<file path="src/rtl/srr_pkg.sv">
package srr_pkg;
  localparam logic [7:0] SRR_CMD_READ = 8'h03;

  typedef enum logic [3:0] {
    ST_IDLE,
    ST_EN_HI,
    ST_EN_LO,
    ST_TX_SET,
    ST_TX_RISE,
    ST_TX_FALL,
    ST_RX_RISE,
    ST_RX_FALL,
    ST_HOLD,
    ST_DIS_LO,
    ST_DIS_HI
  } srr_state_t;
endpackage

</file>
<file path="src/rtl/srr_phase_timer.sv">
module srr_phase_timer #(
  parameter int DIV = 2
) (
  input  logic clk,
  input  logic rst_n,
  input  logic clear,
  output logic last
);
  localparam int W = (DIV > 1) ? $clog2(DIV) : 1;
  localparam logic [W-1:0] LAST_VAL = W'(DIV - 1);

  logic [W-1:0] cnt_q;

  assign last = (cnt_q == LAST_VAL);

  always_ff @(posedge clk or negedge rst_n) begin
    if (!rst_n)         cnt_q <= '0;
    else if (clear)     cnt_q <= '0;
    else if (!last)     cnt_q <= cnt_q + 1'b1;
  end
endmodule

</file>
<file path="src/rtl/srr_tx_shift.sv">
module srr_tx_shift #(
  parameter int W = 24
) (
  input  logic         clk,
  input  logic         rst_n,
  input  logic         load,
  input  logic [W-1:0] din,
  input  logic         shift,
  output logic         msb
);
  logic [W-1:0] sr_q;

  assign msb = sr_q[W-1];

  always_ff @(posedge clk or negedge rst_n) begin
    if (!rst_n)      sr_q <= '0;
    else if (load)   sr_q <= din;
    else if (shift)  sr_q <= {sr_q[W-2:0], 1'b0};
  end
endmodule

</file>
<file path="src/rtl/srr_rx_shift.sv">
module srr_rx_shift #(
  parameter int W = 8
) (
  input  logic         clk,
  input  logic         rst_n,
  input  logic         sample,
  input  logic         din,
  output logic [W-1:0] q
);
  always_ff @(posedge clk or negedge rst_n) begin
    if (!rst_n)       q <= '0;
    else if (sample)  q <= {q[W-2:0], din};
  end
endmodule

</file>
<file path="src/rtl/serial_rom_reader.sv">
module serial_rom_reader
  import srr_pkg::*;
#(
  parameter int HALF_DIV = 2,
  parameter int ADDR_W   = 16,
  parameter int CNT_W    = 16
) (
  input  logic              clk,
  input  logic              rst_n,
  input  logic              start,
  input  logic [ADDR_W-1:0] offset,
  input  logic [ADDR_W-1:0] base,
  input  logic [CNT_W-1:0]  count,
  input  logic              present,
  input  logic              missing,
  output logic              busy,
  output logic              done,
  output logic              err,
  output logic              rd_valid,
  input  logic              rd_ready,
  output logic [7:0]        rd_data,
  output logic              eclk,
  output logic              edo,
  input  logic              edi,
  output logic              en_hi,
  output logic              en_lo
);
  localparam int FRAME_W = 8 + ADDR_W;
  localparam int BC_W    = $clog2(FRAME_W);
  localparam logic [BC_W-1:0] TX_LAST = BC_W'(FRAME_W - 1);
  localparam logic [BC_W-1:0] RX_LAST = BC_W'(7);

  srr_state_t        state_q;
  logic [BC_W-1:0]   bit_q;
  logic [CNT_W-1:0]  left_q;
  logic              hi_q, lo_q, clk_q, do_q, valid_q, done_q, err_q;

  logic timed, adv, tlast, tclr;
  logic can_go, accept, tx_shift, rx_sample, tx_msb;
  logic [ADDR_W-1:0] addr_sum;

  assign timed     = (state_q != ST_IDLE) && (state_q != ST_HOLD);
  assign adv       = timed && tlast;
  assign tclr      = !timed || adv;
  assign can_go    = present && !missing;
  assign accept    = (state_q == ST_IDLE) && start && can_go;
  assign addr_sum  = offset + base;
  assign tx_shift  = adv && ((state_q == ST_EN_LO) ||
                             ((state_q == ST_TX_FALL) && (bit_q != TX_LAST)));
  assign rx_sample = adv && (state_q == ST_RX_RISE);

  srr_phase_timer #(.DIV(HALF_DIV)) u_timer (
    .clk   (clk),
    .rst_n (rst_n),
    .clear (tclr),
    .last  (tlast)
  );

  srr_tx_shift #(.W(FRAME_W)) u_tx (
    .clk   (clk),
    .rst_n (rst_n),
    .load  (accept),
    .din   ({SRR_CMD_READ, addr_sum}),
    .shift (tx_shift),
    .msb   (tx_msb)
  );

  srr_rx_shift #(.W(8)) u_rx (
    .clk    (clk),
    .rst_n  (rst_n),
    .sample (rx_sample),
    .din    (edi),
    .q      (rd_data)
  );

  always_ff @(posedge clk or negedge rst_n) begin
    if (!rst_n) begin
      state_q <= ST_IDLE;
      bit_q   <= '0;
      left_q  <= '0;
      hi_q    <= 1'b0;
      lo_q    <= 1'b1;
      clk_q   <= 1'b0;
      do_q    <= 1'b0;
      valid_q <= 1'b0;
      done_q  <= 1'b0;
      err_q   <= 1'b0;
    end else begin
      done_q <= 1'b0;
      err_q  <= 1'b0;
      case (state_q)
        ST_IDLE: begin
          if (start) begin
            if (!can_go) begin
              err_q <= 1'b1;
            end else begin
              state_q <= ST_EN_HI;
              hi_q    <= 1'b1;
              left_q  <= count;
            end
          end
        end
        ST_EN_HI: if (adv) begin
          state_q <= ST_EN_LO;
          lo_q    <= 1'b0;
        end
        ST_EN_LO: if (adv) begin
          state_q <= ST_TX_SET;
          do_q    <= tx_msb;
          bit_q   <= '0;
        end
        ST_TX_SET: if (adv) begin
          state_q <= ST_TX_RISE;
          clk_q   <= 1'b1;
        end
        ST_TX_RISE: if (adv) begin
          state_q <= ST_TX_FALL;
          clk_q   <= 1'b0;
        end
        ST_TX_FALL: if (adv) begin
          if (bit_q == TX_LAST) begin
            bit_q <= '0;
            if (left_q == '0) begin
              state_q <= ST_DIS_LO;
              lo_q    <= 1'b1;
            end else begin
              state_q <= ST_RX_RISE;
              clk_q   <= 1'b1;
            end
          end else begin
            bit_q   <= bit_q + 1'b1;
            state_q <= ST_TX_SET;
            do_q    <= tx_msb;
          end
        end
        ST_RX_RISE: if (adv) begin
          state_q <= ST_RX_FALL;
          clk_q   <= 1'b0;
        end
        ST_RX_FALL: if (adv) begin
          if (bit_q == RX_LAST) begin
            bit_q   <= '0;
            state_q <= ST_HOLD;
            valid_q <= 1'b1;
            left_q  <= left_q - 1'b1;
          end else begin
            bit_q   <= bit_q + 1'b1;
            state_q <= ST_RX_RISE;
            clk_q   <= 1'b1;
          end
        end
        ST_HOLD: if (rd_ready) begin
          valid_q <= 1'b0;
          if (left_q == '0) begin
            state_q <= ST_DIS_LO;
            lo_q    <= 1'b1;
          end else begin
            state_q <= ST_RX_RISE;
            clk_q   <= 1'b1;
          end
        end
        ST_DIS_LO: if (adv) begin
          state_q <= ST_DIS_HI;
          hi_q    <= 1'b0;
        end
        ST_DIS_HI: if (adv) begin
          state_q <= ST_IDLE;
          done_q  <= 1'b1;
        end
        default: state_q <= ST_IDLE;
      endcase
    end
  end

  assign busy     = (state_q != ST_IDLE);
  assign done     = done_q;
  assign err      = err_q;
  assign rd_valid = valid_q;
  assign eclk     = clk_q;
  assign edo      = do_q;
  assign en_hi    = hi_q;
  assign en_lo    = lo_q;
endmodule


</file>
<file path="config.mk">
export PLATFORM = sky130hd
export DESIGN_NAME = serial_rom_reader
export DESIGN_NICKNAME = d
export VERILOG_FILES = /design/src/rtl/srr_pkg.sv /design/src/rtl/srr_phase_timer.sv /design/src/rtl/srr_tx_shift.sv /design/src/rtl/srr_rx_shift.sv /design/src/rtl/serial_rom_reader.sv
export SDC_FILE = /design/constraint.sdc
export NUM_CORES = 1
export LEC_CHECK = 0
export ABC_CLOCK_PERIOD_IN_PS = 2500
export CORE_MARGIN = 4
export CORE_UTILIZATION = 35
export CTS_CLUSTER_DIAMETER = 60
export DETAILED_ROUTE_END_ITERATION = 12
export DONT_BUFFER_PORTS = 1
export PLACE_DENSITY_LB_ADDON = 0.3
export SLEW_MARGIN = 30
export SYNTH_ARGS = -nofsm -noshare
export SYNTH_HDL_FRONTEND = slang
export SYNTH_SLANG_ARGS = --single-unit
</file>
<file path="constraint.sdc">
create_clock -name clk -period 2.5 [get_ports clk]
set_input_delay 0.25 -clock clk [delete_from_list [all_inputs] [get_ports clk]]
set_output_delay 0.25 -clock clk [all_outputs]
set_load 0.03 [all_outputs]
</file>
== After elaboration in Yosys (flattened, before gate mapping) ==
Index checks and enable logic that the tools add are counted.

* Add/subtract/negate cells: 4
* Reductions and logical operators: 32
* Muxes and demuxes: 61
* Equal/unequal tests: 31

{| class="wikitable"
|+ Operator list
! cell !! number
|-
| two-way mux 16 bit || 4
|-
| two-way mux 4 bit || 15
|-
| two-way mux 24 bit || 2
|-
| case mux 4 bit (11 select lines) || 1
|-
| case mux 16 bit (2 select lines) || 1
|-
| != test 2 bit, second input constant || 15
|-
| two-way mux 1 bit || 27
|-
| two-way mux 5 bit || 5
|-
| adder 16 bit || 1
|-
| equality test 4 x 3 -> 1 bit, second input constant || 4
|-
| logical NOT 16 bit || 1
|-
| AND reduction 4 bit || 4
|-
| subtractor 16 x 1 -> 16 bit, second input constant || 1
|-
| case mux 5 bit (3 select lines) || 1
|-
| equality test 4 bit, second input constant || 3
|-
| AND reduction 12 bit || 1
|-
| AND reduction 5 bit || 2
|-
| nonzero test 2 bit || 5
|-
| equality test 4 x 2 -> 1 bit, second input constant || 2
|-
| logical AND 1 bit || 8
|-
| AND reduction 8 bit || 1
|-
| case mux 1 bit (2 select lines) || 3
|-
| nonzero test 3 bit || 2
|-
| adder 5 x 1 -> 5 bit, second input constant || 1
|-
| 15 further kinds || 18
|}

* Register bits: 65
* Bits of input ports: 55
* Word-level logic and storage cells: 141
* Output and inout port bits: 16

== Depth between registers and ports, before layout ==
Gate-level depths: netlist of run 1.

* Word-level depth: 6
* Depth in mapped cells: 9
* Gate-level depth less buffers: 8

== By module ==
A second synthesis of run 1 with hierarchy kept.

* Cell total of the unflattened synthesis: 467
* Area total of the unflattened synthesis: 4,231.6 um^2

{| class="wikitable"
|+ By module, submodules not included
! module !! cells each !! instances !! sequential area each (um^2) !! area an instance (um^2)
|-
| serial_rom_reader || 344 || 1 || 802.0 || 2,746.4
|-
| srr_tx_shift || 104 || 1 || 600.6 || 1,124.8
|-
| srr_rx_shift || 17 || 1 || 200.2 || 331.6
|-
| srr_phase_timer || 2 || 1 || 25.0 || 28.8
|}

== Worst setup path after synthesis of run 1 ==
Ideal clock, no wire load.

* Path kind: input port to flip-flop
* Start: input offset[0]
* End: register u_tx.sr_q[14]
* Path slack: 0.315 ns
* Stages: 8
* Data required time: 2.368 ns
* Data arrival time: 2.054 ns
* Cell sequence: ha_1 > fa_1 > a211oi_1 > nor2_1 > o31ai_1 > o21ai_0 > nor4b_1 > nor3_1

* Longest elaborated chain between the ends: 2

{| class="wikitable"
|+ RTL lines
! element !! line !! text
|-
| from (decl) || serial_rom_reader.sv:11 || <nowiki>input logic [ADDR_W-1:0] offset,</nowiki>
|-
| adder 16 bit || serial_rom_reader.sv:47 || <nowiki>assign addr_sum = offset + base;</nowiki>
|-
| two-way mux 24 bit || srr_tx_shift.sv:17 || <nowiki>else if (load) sr_q <= din;</nowiki>
|-
| to (signal assigned) || srr_tx_shift.sv:17 ||
|-
| to (signal assigned) || srr_tx_shift.sv:18 || <nowiki>else if (shift) sr_q <= {sr_q[W-2:0], 1'b0};</nowiki>
|-
| to (decl) || srr_tx_shift.sv:11 || <nowiki>logic [W-1:0] sr_q;</nowiki>
|}

Every way passes these cells.
A chain may end at the register's enable or synchronous reset.

== Final worst setup path of run 1 ==
* Start: register left_q[0]
* End: register state_q[1]

* Longest elaborated chain between the ends: 5

{| class="wikitable"
|+ RTL lines
! element !! line !! text
|-
| from (decl) || serial_rom_reader.sv:35 || <nowiki>logic [CNT_W-1:0] left_q;</nowiki>
|-
| from (signal assigned) || serial_rom_reader.sv:99 || <nowiki>left_q <= count;</nowiki>
|-
| from (signal assigned) || serial_rom_reader.sv:145 || <nowiki>left_q <= left_q - 1'b1;</nowiki>
|-
| logical NOT 16 bit (*) || serial_rom_reader.sv:123, serial_rom_reader.sv:154 ||
|-
| two-way mux 4 bit (*) || serial_rom_reader.sv:123, serial_rom_reader.sv:154 ||
|-
| two-way mux 4 bit || serial_rom_reader.sv:121 || <nowiki>if (bit_q == TX_LAST) begin</nowiki>
|-
| two-way mux 4 bit || serial_rom_reader.sv:120 || <nowiki>ST_TX_FALL: if (adv) begin</nowiki>
|-
| case mux 4 bit (11 select lines) (*) || serial_rom_reader.sv:91 || <nowiki>case (state_q)</nowiki>
|-
| to (signal assigned) || serial_rom_reader.sv:124 || <nowiki>state_q <= ST_DIS_LO;</nowiki>
|-
| to (signal assigned) || serial_rom_reader.sv:127 || <nowiki>state_q <= ST_RX_RISE;</nowiki>
|-
| to (signal assigned) || serial_rom_reader.sv:155 || <nowiki>state_q <= ST_DIS_LO;</nowiki>
|-
| to (decl) || serial_rom_reader.sv:33 || <nowiki>srr_state_t state_q;</nowiki>
|}

Mark *: on every way between the ends. The rest lies on a longest branch, timed or not. The select of a mux whose other input is x is not followed.

==> impl_metrics.json, run 1 <==
{
  "status": "finished, final reports clean",
  "portBuffers": 0,
  "start_kind": "flip-flop",
  "maxCapViolCount": 0,
  "syn_area_per_cell_sq_um": 8.95,
  "ctsLongestPathBuffers": 2,
  "vias_per_cell": 5.57,
  "finalSetupViolCount": 0,
  "swShare_pct": 22.3,
  "htree_levels": 3,
  "num_vias": 3442,
  "netlist_instances": 468,
  "seq_area_frac_synth_pct": 38.9,
  "layout.nets": 543,
  "pwr_density_cell_nw_per_um2": 554,
  "grt_use_total_pct": 14.3,
  "synth_area_sq_um": 4190,
  "drc_errors": 0,
  "reg2reg_slack_ns": 0.23,
  "synth.distinct_cells": 66,
  "tns_ns": 0,
  "period_needed_ns": 2.27,
  "rows": 39,
  "insertion_delay_ns": 0.33,
  "yosysWarnings": 0,
  "async_reset_ff_share_pct": 100,
  "grt_start_max_net_pins": 66,
  "cts-root-buf": "clkbuf_16",
  "place_congestion": 0.861,
  "initial_core_util_pct": 36.2,
  "seqCellArea_sq_um": 1630,
  "r2r-start": "left_q[0]",
  "first_global_vias": 3424,
  "cts_tree": "built",
  "finClkSkew_ns": 0.00646,
  "antenna_cells": 0,
  "final_cell_mix": "64 x dfrtp_1, 54 x o21ai_0, 45 x nor2_1, 40 x nand2_1, 40 x a21oi_1",
  "synth_edf_count": 0,
  "final_layout_size_suffix_gt1_share_pct": 12.4,
  "critPathCaptureType": "flip-flop",
  "crit_type": "reg -> reg",
  "peakVddDrop_uv": 287,
  "r2r_cells": 8,
  "finalHoldViolCount": 0,
  "p_switching_uw": 586,
  "core_sq_um": 11600,
  "antenna_found_initial": 0,
  "final_common_cell": "dfrtp_1",
  "ant_nets": 0,
  "die_area_sq_um": 13800,
  "fmax_mhz": 441,
  "pwr-share-seq_pct": 40.0,
  "grt-ovfl-total": 0,
  "p_clk_share_pct": 51.6,
  "clock-sinks": 65,
  "hpwl_um": 6710,
  "drt_iter0_drc": 173,
  "multi_input_area_sq_um": 2430,
  "drv_slew": 0,
  "tightestPinTransition_ns": 0.602,
  "ioPinCount": 71,
  "ys_ff_latch": 65,
  "r2r_end": "state_q[1]",
  "internal_power_uw": 2050,
  "p_comb_share_pct": 8.4,
  "synthToLayoutAreaGrowth_pct": 13.4,
  "p_leak_uw": 0.00216,
  "postCtsSetupBuffers": 0,
  "drt_pass1_iterations": 5,
  "min_path_type": "in -> reg",
  "n_fill_cell": 1136,
  "numCtsBuffers": 9,
  "path_max_fanout": 7,
  "rsz0062_at_grt": "false",
  "whs_ns": 0.0515,
  "slew_headroom_pct": 59.8,
  "syn_nets": 541,
  "dieHeight_um": 117,
  "crit_required_ns": 2.70,
  "cp.arrival_ns": 2.47,
  "grt_pass1_wl_um": 16600,
  "cts.clk_slew.worst_paths_ns": 0.05,
  "wire_per_inst_um": 15.1,
  "critPathLaunch": "left_q[0]",
  "fp.dieW_um": 117,
  "fin_crit_sh_pct": 90.6,
  "drt_wl_total_um": 9330,
  "critPathCapture": "state_q[1]",
  "ys.flop_type": "dfrtp_1"
}
layer usage:
metal	up-vias	share of wire, %	global-route usage (%)
li1	1720	-	-
met1	1621	48	19.4
met2	87	46	22.8
met3	14	3.9	3.56
met4	0	1.4	4.03
met5	-	0	0
synth_stat cells (4+ instances only):
cell type	count	area [sq um]
nand2_1	40	150
o21ai_0	54	270
nand2b_1	8	50.1
nor2b_1	5	31.3
mux2_2	12	135
inv_1	6	22.5
buf_2	10	50.1
xnor2_1	7	61.3
dfrtp_1	64	1600
nor3_1	15	75.1
a21oi_1	40	200
a21o_1	10	75.1
mux2i_1	20	200
nor4_1	4	25.0
nor2_1	45	169
a211oi_1	8	60.1
ha_1	17	213
nand3_1	13	65.1
clkbuf_1	13	48.8
nand3b_1	4	30.0
cell families after synthesis:
logic type | count (synthesis) | share of synthesized area, %
simple gates | 162 | 20.5
mux | 32 | 8.00
flops | 65 | 38.9
buf+inv | 32 | 3.35
compound gates | 150 | 21.9
fa+ha+maj | 18 | 5.56
xor+xnor | 9 | 1.88
through the flow:
step                cell area (sq um)  total power (uW)  std cells  util (%)  setup slack (ns)
finish                           4750              2630        618      41.1             0.234
global route                     4750              2760        618      41.1            0.0168
CTS                              4740              2670        618      41.0             0.210
detailed placement               4380              1270        600      37.9             0.231
global placement                 4380              1260        600      37.9             0.230
floorplan                        4190              1230        468         -             0.315
worst min-delay path by stage:
stage / startpoint / endpoint / slack (ns) / cells after the start
after floorplan: rst_n / bit_q[0] / -0.05 / 0
after global placement: rst_n / state_q[0] / -0.04 / 0
after detailed placement: rst_n / state_q[1] / -0.04 / 0
after CTS: start / err / 0.04 / 2
after global routing: start / err / 0.04 / 2
final: start / err / 0.05 / 2
power by group through the flow:
stage | sequential (uW) | clock (uW) | combinational [uW]
after CTS | 1050 | 1400 | 224
after global routing | 1050 | 1450 | 257
after floorplan | 1070 | 0 | 155
after global placement | 1070 | 0 | 192
after detailed placement | 1070 | 0 | 194
final | 1050 | 1360 | 222
registers in the layout, indices dropped and copies added, names as in the netlist:
signal	cells
state_q	4
bit_q	5
edo	1
u_rx.q	8
err	1
left_q	16
u_tx.sr_q	24
eclk	1
done	1
u_timer.last	1
en_lo	1
en_hi	1
rd_valid	1
worst max-delay path, stage by stage (launching register included):
cell and delay (ns):
dfrtp_1 0.41, inv_1 0.07, ha_1 0.18, nor3b_4 0.36, nand4bb_4 0.21, nor4_4 0.44, nor2_1 0.09, a211oi_1 0.27
a21oi_1 0.11
area by class of cell:
type                            instances  share of cell area [%]
Multi-Input combinational cell        371                    51.3
Sequential cell                        65                    34.3
Clock buffer                           11                    5.11
Tap cell                              143                    3.77
Timing Repair Buffer                   17                    3.43
Clock inverter                          5                    1.66
Inverter                                6                   0.474
repair_timing:
item / 4_1_cts / 5_1_grt
setup endpoints to repair: 0 / 1
resized for setup: 0 / 1
hold endpoints to repair: 65 / 0
hold buffers: 2 / 0
Note: power is estimated with default switching activity, not from simulation.
==> inputs of run 2 (changes only) <==
--- a/config.mk
+++ b/config.mk
@@ -6,8 +6,11 @@
 export NUM_CORES = 1
 export LEC_CHECK = 0
 export ABC_CLOCK_PERIOD_IN_PS = 2500
+export CELL_PAD_IN_SITES_DETAIL_PLACEMENT = 1
+export CELL_PAD_IN_SITES_GLOBAL_PLACEMENT = 1
+export CORE_ASPECT_RATIO = 2
 export CORE_MARGIN = 4
-export CORE_UTILIZATION = 35
+export CORE_UTILIZATION = 45
 export CTS_CLUSTER_DIAMETER = 60
 export DETAILED_ROUTE_END_ITERATION = 12
 export DONT_BUFFER_PORTS = 1
==> run 2 against run 1 <==
Effect of this change:
- sequential share of layout area increased by 0.41 points
- total power fell by 0.14%
- clock power hardly changed
- first-iteration DRC count down 21%
- maximum frequency up 2.2%
- worst hold slack got worse by 0.0070 ns
- utilization is 11 points higher
- flip-flop and latch count unchanged
- count of clock-buffer cells in the layout is 2 lower
- critical endpoint is now eclk
==> impl_metrics.json, run 2 (synthesis gave the netlist of run 1 again) <==
{
  "finClkSkew_ns": 0.00542,
  "first_global_vias": 3844,
  "dieHeight_um": 144,
  "synthToLayoutAreaGrowth_pct": 12.0,
  "ant_nets": 0,
  "portBuffers": 0,
  "min_path_type": "in -> reg",
  "crit_buf_inv": 1,
  "hold_start": "start",
  "vias_per_cell": 6.17,
  "slew_headroom_pct": 60.4,
  "htree_levels": 3,
  "top_register": "u_tx.sr_q",
  "r2r_cells": 8,
  "dpl_worst_slack_ns": 0.203,
  "critPathCaptureType": "flip-flop",
  "num_vias": 3561,
  "peakVddDrop_uv": 413,
  "drv_slew": 0,
  "whs_ns": 0.0445,
  "initial_core_util_pct": 46.2,
  "fmax_mhz": 451,
  "core_sq_um": 9070,
  "rows": 49,
  "clock-sinks": 65,
  "fin_crit_sh_pct": 88.7,
  "grt_pass1_wl_um": 18300,
  "crit_type": "reg -> reg",
  "numCtsBuffers": 9,
  "antenna_found_initial": 0,
  "drt_wl_total_um": 11100,
  "status": "finished, final reports clean",
  "reg2reg_slack_ns": 0.28,
  "cp_cell_sequence": "inv_1 -> ha_1 -> nor3b_4 -> nand4bb_4 -> nor4_4 -> o32a_2 -> nor2_1 -> o32a_1",
  "ctsLongestPathBuffers": 2,
  "finalSetupViolCount": 0,
  "cts-root-buf": "clkbuf_16",
  "hold-path-cell-count": 2,
  "pwr_density_cell_nw_per_um2": 560,
  "max_stage_delay_ns": 0.41,
  "maxCapViolCount": 0,
  "cp.arrival_ns": 2.44,
  "insertion_delay_ns": 0.34,
  "final_util_pct": 51.7,
  "setup_ws_ns": 0.282,
  "period_needed_ns": 2.22,
  "final_cell_mix": "64 x dfrtp_1, 54 x o21ai_0, 45 x nor2_1, 40 x nand2_1, 39 x a21oi_1",
  "reg_top3": "u_tx.sr_q: 24 flops, left_q: 16 flops, u_rx.q: 8 flops",
  "hpwl_um": 8220,
  "total_power_uw": 2630,
  "drt_iter0_drc": 137,
  "crit_required_ns": 2.72,
  "rsz0062_at_grt": "false",
  "wire_per_inst_um": 19.3,
  "final_layout_size_suffix_gt1_share_pct": 12.6,
  "grt-ovfl-total": 0,
  "path_max_fanout": 7,
  "wl_met1_um": 4010,
  "tns_ns": 0,
  "place_congestion": 0.863,
  "r2r-start": "left_q[0]",
  "layout.nets": 543,
  "top_layer_used": "met4",
  "grt_start_max_net_pins": 66,
  "drc_errors": 0,
  "r2r_end": "eclk",
  "finalHoldViolCount": 0,
  "ioPinCount": 71,
  "die_area_sq_um": 11000,
  "p_leak_uw": 0.00215,
  "start_kind": "flip-flop",
  "antenna_cells": 0,
  "wl_met3_um": 378,
  "final_common_cell": "dfrtp_1",
  "cp_top_family": "simple AND/OR/NAND/NOR gates",
  "met2_length_um": 6320,
  "cts.clk_slew.worst_paths_ns": 0.06,
  "hold-path-endpoint": "err",
  "grt_use_total_pct": 21.0,
  "largest_register_ffs": 24,
  "postCtsSetupBuffers": 0,
  "tightestPinTransition_ns": 0.594,
  "slowest_stage": "dfrtp_1",
  "drt_pass1_iterations": 4,
  "fp.dieW_um": 76.2,
  "cts_tree": "built"
}
run 2: changes by cell type in the layout (fill, tap and decap cells not counted), sizes merged:
cell      change
clkinvlp      +2
clkbuf        -2
clkinv        -1
inv           +1
run 2: area by class of cell:
type                       instances  area, sq um
sequential                        65         1630
inverter                           6         22.5
clock buffer                       9          225
clock inverter                     7         93.8
fill                            1056         4380
tap                              102          128
multi-input combinational        371         2430
timing repair buffer              17          163
run 2: power by group:
| group | total, uW | internal (uW) | leakage (uW) | switching (uW) |
|---|---|---|---|---|
| logic | 228 | 95.7 | 0.00118 | 132 |
| clock network | 1350 | 871 | 0.000152 | 477 |
| registers | 1050 | 1050 | 0.000817 | 0 |
| total | 2630 | 2020 | 0.00215 | 609 |
run 2: metrics by stage:
stage / instance area, sq um / std cells
final: 4690 / 577
after detailed placement: 4330 / 559
after floorplan: 4190 / 468
after global routing: 4690 / 577
after CTS: 4690 / 577
after global placement: 4330 / 559
run 2: worst max-delay path by stage:
| stage | start | to | slack [ns] | depth (start not counted) |
|---|---|---|---|---|
| 6_report | left_q[0] | eclk | 0.28 | 8 |
| 5_1_grt | left_q[0] | state_q[1] | 0.03 | 8 |
| 4_1_cts | left_q[0] | eclk | 0.19 | 8 |
| 3_5_place_dp | offset[0] | u_tx.sr_q[12] | 0.20 | 9 |
| 3_3_place_gp | offset[0] | u_tx.sr_q[12] | 0.28 | 9 |
| 2_1_floorplan | offset[0] | u_tx.sr_q[14] | 0.31 | 8 |
run 2: what timing repair did:
action,4_1_cts,5_1_grt
endpoints found under the hold margin,65,0
endpoints found under the setup margin,0,2
gates resized for setup,0,1
hold buffers,2,0
run 2: metal layers:
metal / vias to the layer above / global-route usage, %
met3: 25 / 4.05
met1: 1757 / 20.7
met2: 65 / 40.2
li1: 1714 / -
met5: - / 0
met4: 0 / 12.7
